### config.mk
export PLATFORM = sky130hd
export DESIGN_NAME = bcd_cal_clock
export DESIGN_NICKNAME = d
export VERILOG_FILES = /design/src/rtl/bcd_cal_pkg.sv /design/src/rtl/bcd_cal_step.sv /design/src/rtl/bcd_cal_mlen.sv /design/src/rtl/bcd_cal_snap.sv /design/src/rtl/bcd_cal_clock.sv
export SDC_FILE = /design/constraint.sdc
export NUM_CORES = 1
export LEC_CHECK = 0
export CAP_MARGIN = 15
export CELL_PAD_IN_SITES_DETAIL_PLACEMENT = 0
export CELL_PAD_IN_SITES_GLOBAL_PLACEMENT = 1
export CORE_MARGIN = 4
export CORE_UTILIZATION = 54
export DETAILED_ROUTE_END_ITERATION = 12
export GPL_TIMING_DRIVEN = 0
export PLACE_DENSITY = 0.95
export SKIP_CTS_REPAIR_TIMING = 1
export SYNTH_ARGS = -nofsm -noshare
export SYNTH_HDL_FRONTEND = slang
export SYNTH_HIERARCHICAL = 1
export SYNTH_SLANG_ARGS = --single-unit
### constraint.sdc
create_clock -name clk_i -period 7.5 [get_ports clk_i]
set_input_delay 1.5 -clock clk_i [delete_from_list [all_inputs] [get_ports clk_i]]
set_output_delay 1.5 -clock clk_i [all_outputs]
set_load 0.01 [all_outputs]
### src/rtl/bcd_cal_pkg.sv
package bcd_cal_pkg;
  localparam int unsigned FIELDS = 8;
  localparam int unsigned SEL_W  = $clog2(FIELDS);
  localparam int unsigned CENTURY_BIT = 6;

  typedef logic [7:0] bcd_byte_t;

  typedef enum logic [SEL_W-1:0] {
    F_CENTI = 3'd0,
    F_SEC   = 3'd1,
    F_MIN   = 3'd2,
    F_HOUR  = 3'd3,
    F_DOW   = 3'd4,
    F_DATE  = 3'd5,
    F_MONTH = 3'd6,
    F_YEAR  = 3'd7
  } field_e;

  function automatic bcd_byte_t field_mask(logic [SEL_W-1:0] sel);
    return (sel == F_HOUR) ? 8'h7f : 8'hff;
  endfunction

  function automatic bcd_byte_t bcd_inc(bcd_byte_t v);
    if (v[3:0] == 4'd9) return {v[7:4] + 4'd1, 4'h0};
    return {v[7:4], v[3:0] + 4'd1};
  endfunction
endpackage

### src/rtl/bcd_cal_step.sv
module bcd_cal_step
  import bcd_cal_pkg::*;
(
  input  bcd_byte_t val_i,
  input  bcd_byte_t hi_i,
  output logic      top_o,
  output bcd_byte_t inc_o
);
  // >= so an out-of-range loaded value still wraps
  assign top_o = (val_i >= hi_i);
  assign inc_o = bcd_inc(val_i);
endmodule

### src/rtl/bcd_cal_mlen.sv
module bcd_cal_mlen
  import bcd_cal_pkg::*;
(
  input  bcd_byte_t month_i,
  input  bcd_byte_t year_i,
  output bcd_byte_t mlen_o
);
  logic leap;

  // divisible by 4: even tens -> units 0/4/8, odd tens -> units 2/6
  always_comb begin
    if (!year_i[4])
      leap = (year_i[3:0] == 4'd0) || (year_i[3:0] == 4'd4) || (year_i[3:0] == 4'd8);
    else
      leap = (year_i[3:0] == 4'd2) || (year_i[3:0] == 4'd6);
  end

  always_comb begin
    unique case (month_i)
      8'h02:                      mlen_o = leap ? 8'h29 : 8'h28;
      8'h04, 8'h06, 8'h09, 8'h11: mlen_o = 8'h30;
      default:                    mlen_o = 8'h31;
    endcase
  end
endmodule

### src/rtl/bcd_cal_snap.sv
module bcd_cal_snap
  import bcd_cal_pkg::*;
#(
  parameter bcd_byte_t RST_DOW   = 8'h01,
  parameter bcd_byte_t RST_DATE  = 8'h01,
  parameter bcd_byte_t RST_MONTH = 8'h01,
  parameter bcd_byte_t RST_YEAR  = 8'h00
) (
  input  logic                       clk_i,
  input  logic                       rst_ni,
  input  logic                       hold_i,
  input  logic [FIELDS-1:0][7:0]     live_i,
  input  logic                       wr_en_i,
  input  logic [SEL_W-1:0]           wr_sel_i,
  input  bcd_byte_t                  wr_data_i,
  output logic [FIELDS-1:0][7:0]     snap_o
);
  logic [FIELDS-1:0][7:0] snap_q, snap_d;

  always_comb begin
    snap_d = hold_i ? snap_q : live_i;
    if (wr_en_i) begin
      snap_d[wr_sel_i] = wr_data_i & field_mask(wr_sel_i);
      if (wr_sel_i == F_SEC) snap_d[F_CENTI] = 8'h00;
    end
  end

  always_ff @(posedge clk_i or negedge rst_ni) begin
    if (!rst_ni)
      snap_q <= {RST_YEAR, RST_MONTH, RST_DATE, RST_DOW, 32'h0};
    else
      snap_q <= snap_d;
  end

  assign snap_o = snap_q;
endmodule

### src/rtl/bcd_cal_clock.sv
module bcd_cal_clock
  import bcd_cal_pkg::*;
#(
  parameter bcd_byte_t RST_DOW   = 8'h01,
  parameter bcd_byte_t RST_DATE  = 8'h01,
  parameter bcd_byte_t RST_MONTH = 8'h01,
  parameter bcd_byte_t RST_YEAR  = 8'h00
) (
  input  logic             clk_i,
  input  logic             rst_ni,
  input  logic             tick_i,
  input  logic             hold_i,
  input  logic             wr_en_i,
  input  logic [SEL_W-1:0] wr_sel_i,
  input  logic [7:0]       wr_data_i,
  input  logic [SEL_W-1:0] rd_sel_i,
  output logic [7:0]       rd_data_o
);
  logic [FIELDS-1:0][7:0] live_q, live_d, snap;
  logic [FIELDS-1:0][7:0] lo, hi, cur, inc;
  logic [FIELDS-1:0]      at_top, en, cy;
  bcd_byte_t              mlen;

  bcd_cal_mlen u_mlen (
    .month_i (live_q[F_MONTH]),
    .year_i  (live_q[F_YEAR]),
    .mlen_o  (mlen)
  );

  always_comb begin
    lo = {8'h00, 8'h01, 8'h01, 8'h01, 32'h0};
    hi = {8'h99, 8'h12, mlen, 8'h07, 8'h23, 8'h59, 8'h59, 8'h99};
    cur = live_q;
    cur[F_HOUR] = {2'b00, live_q[F_HOUR][5:0]};
  end

  for (genvar g = 0; g < FIELDS; g++) begin : g_step
    bcd_cal_step u_step (
      .val_i (cur[g]),
      .hi_i  (hi[g]),
      .top_o (at_top[g]),
      .inc_o (inc[g])
    );
  end

  // carry chain; date shares the hour carry with day of week
  always_comb begin
    for (int i = 0; i < FIELDS; i++) begin
      if (i == 0)           en[i] = tick_i && !wr_en_i;
      else if (i == F_DATE) en[i] = cy[F_HOUR];
      else                  en[i] = cy[i-1];
      cy[i] = en[i] && at_top[i];
    end
  end

  always_comb begin
    for (int i = 0; i < FIELDS; i++)
      live_d[i] = !en[i] ? cur[i] : (at_top[i] ? lo[i] : inc[i]);
    live_d[F_HOUR][CENTURY_BIT] = live_q[F_HOUR][CENTURY_BIT] ^ cy[F_YEAR];
    if (wr_en_i) begin
      live_d[wr_sel_i] = wr_data_i & field_mask(wr_sel_i);
      if (wr_sel_i == F_SEC) live_d[F_CENTI] = 8'h00;
    end
  end

  always_ff @(posedge clk_i or negedge rst_ni) begin
    if (!rst_ni)
      live_q <= {RST_YEAR, RST_MONTH, RST_DATE, RST_DOW, 32'h0};
    else
      live_q <= live_d;
  end

  bcd_cal_snap #(
    .RST_DOW   (RST_DOW),
    .RST_DATE  (RST_DATE),
    .RST_MONTH (RST_MONTH),
    .RST_YEAR  (RST_YEAR)
  ) u_snap (
    .clk_i     (clk_i),
    .rst_ni    (rst_ni),
    .hold_i    (hold_i),
    .live_i    (live_q),
    .wr_en_i   (wr_en_i),
    .wr_sel_i  (wr_sel_i),
    .wr_data_i (wr_data_i),
    .snap_o    (snap)
  );

  assign rd_data_o = snap[rd_sel_i];
endmodule

==> run summary <==
status = finished, final reports clean
DIE WIDTH = 143.5 um
P_leak = 5.265 nW
Die Area = 20,580 um2
Core Region = 18,020 um2
TritonCTS clock tree = yes
WL final = 26.19 mm
Setup crit end kind = primary output
RSZ-0062 raised after global routing = false
clk sink count = 128
Tightest Pin Transition = 1.038 ns
grt ovf = 0
diode count = 0
fin nets = 1,244
Final min period = 4.838 ns
f_max = 0.2067 GHz
Avg Cell Area, Syn = 9.393 um2
die height = 143.5 um
CTS Buf Count = 17
vias per cell = 5.867
normalized max-slew margin = 30.07%
Placement Cell Area = 10,620 um2
Post-DP HPWL = 18.71 mm
1st-iter DRT viols = 791
critical-path maximum fanout = 10
worst path required time = 6.00 ns
total power = 2.966 mW
Final ANT Viol Nets = 0
first-pass GRT wire length = 41.46 mm
Tcrit/Tclk final = 64.51%
CP arrival = 3.34 ns
PortBufs = 16
final setup fails = 0
Final Hold Viols = 0
Fin Clk Skew = 0.01271 ns
cell area after layout = 11,190 um2
Row Count = 49
RD Place Congestion = 0.9264
Synth Instances = 1,055
max-slew violations = 0
share of cells above drive strength 1 = 13.21%
Worst Setup Start Kind = input port
vias in the first global route = 7,539
drt pass-1 iters = 5
Post-Syn Area = 9910 um2
htree depth = 4
worst vdd ir = 0.0001961 V
DR DRC count = 0
initial core utilization = 54.98%
Avg WL per Cell = 18.78 um
Synthesis Warnings = 6
IO Count = 27
pin count of the biggest net entering global routing = 99
overall track demand over capacity in global routing = 25.99%
Reg clk slew, reported paths = 0.06 ns
Area Overhead vs Synth = 12.89%
initial antenna violation count = 0
Max Root-Sink Buffers = 2
min-delay worst type = reg -> reg
via count = 8,184
Worst-Skew Late Latency = 0.42 ns
cell area power density = 265.1 nW/um2
Root Buffer Master = clkbuf_16
Max-Cap Viols = 0
worst setup path class = in -> out
## state kept, by name, summed over array words and instances, names as in the netlist
name	flops
live_q	2
cur	62
u_snap/snap_o	64
## cell type report
cell class,count,area (um2)
tap,229,286.5
clock buffer,27,513.0
buffer,63,399.1
fill,1560,6838
timing repair buffer,18,196.4
clock inverter,5,52.55
sequential,128,3211
inverter,91,341.6
multi-input combinational,834,6187
## per-stage QoR
step	hold WS (ns)	util [%]	setup TNS [ns]	worst slack, ns	cells
after floorplan	0.4614	-	0	3.439	1116
after global placement	0.5118	58.73	-31.38	-0.2687	1361
after detailed placement	0.5078	58.93	0	2.721	1363
after CTS	0.5410	62.06	0	2.737	1395
after global routing	0.5789	62.06	0	2.642	1395
final	0.5486	62.06	0	2.662	1395
## worst max-delay path, cell delays in order
cell	delay, ns
clkbuf_1	0.35
buf_2	0.32
mux4_1	0.36
mux2_2	0.32
clkdlybuf4s50_1	0.48
## per-layer routing
layer	global-route usage [%]	routed length (um)	vias up
li1	-	-	3901
met5	0	0	-
met4	5.302	343	0
met2	39.65	11710	332
met3	6.689	2311	30
met1	37.70	11830	3921
## report_power, final
group          leakage, nW  switching (mW)  internal [mW]
Sequential            1.53           0.295          0.889
Clock                0.277           0.292          0.498
Combinational         3.45           0.478          0.512
## path summary, 6_finish.rpt
kind	slack, ns	cells past startpoint	from	to
min reg2reg	0.55	2	u_snap/snap_o[16]	u_snap/snap_o[16]
max in group asynchronous	5.74	2	rst_ni	u_snap/snap_o[23]
max	2.66	5	rd_sel_i[1]	rd_data_o[7]
min	0.55	2	u_snap/snap_o[16]	u_snap/snap_o[16]
min in group asynchronous	0.96	1	rst_ni	cur[53]
max reg2reg	3.65	12	cur[52]	cur[61]
## placed cells by master, fill, tap and decap left out, types with 7 or more instances in the layout
master           count
dfrtp_1            122
nand2_1             94
a21oi_1             90
inv_1               88
mux2i_1             75
ha_1                72
nor2_1              68
conb_1              65
o21ai_0             47
buf_2               26
nand3b_1            25
xnor2_1             25
nor3b_1             23
o21ai_1             23
mux2_2              21
buf_4               18
clkbuf_16           17
a31oi_1             16
mux4_1              16
clkbuf_1            15
clkdlybuf4s50_1     15
nand2b_1            14
a22o_1              14
nand3_1             13
nand4_1             11
nor2b_1             10
o21a_1              10
and4bb_4             8
xor2_1               8
a211oi_1             7
buf_6                7
Note: power is estimated with default switching activity, not from simulation.
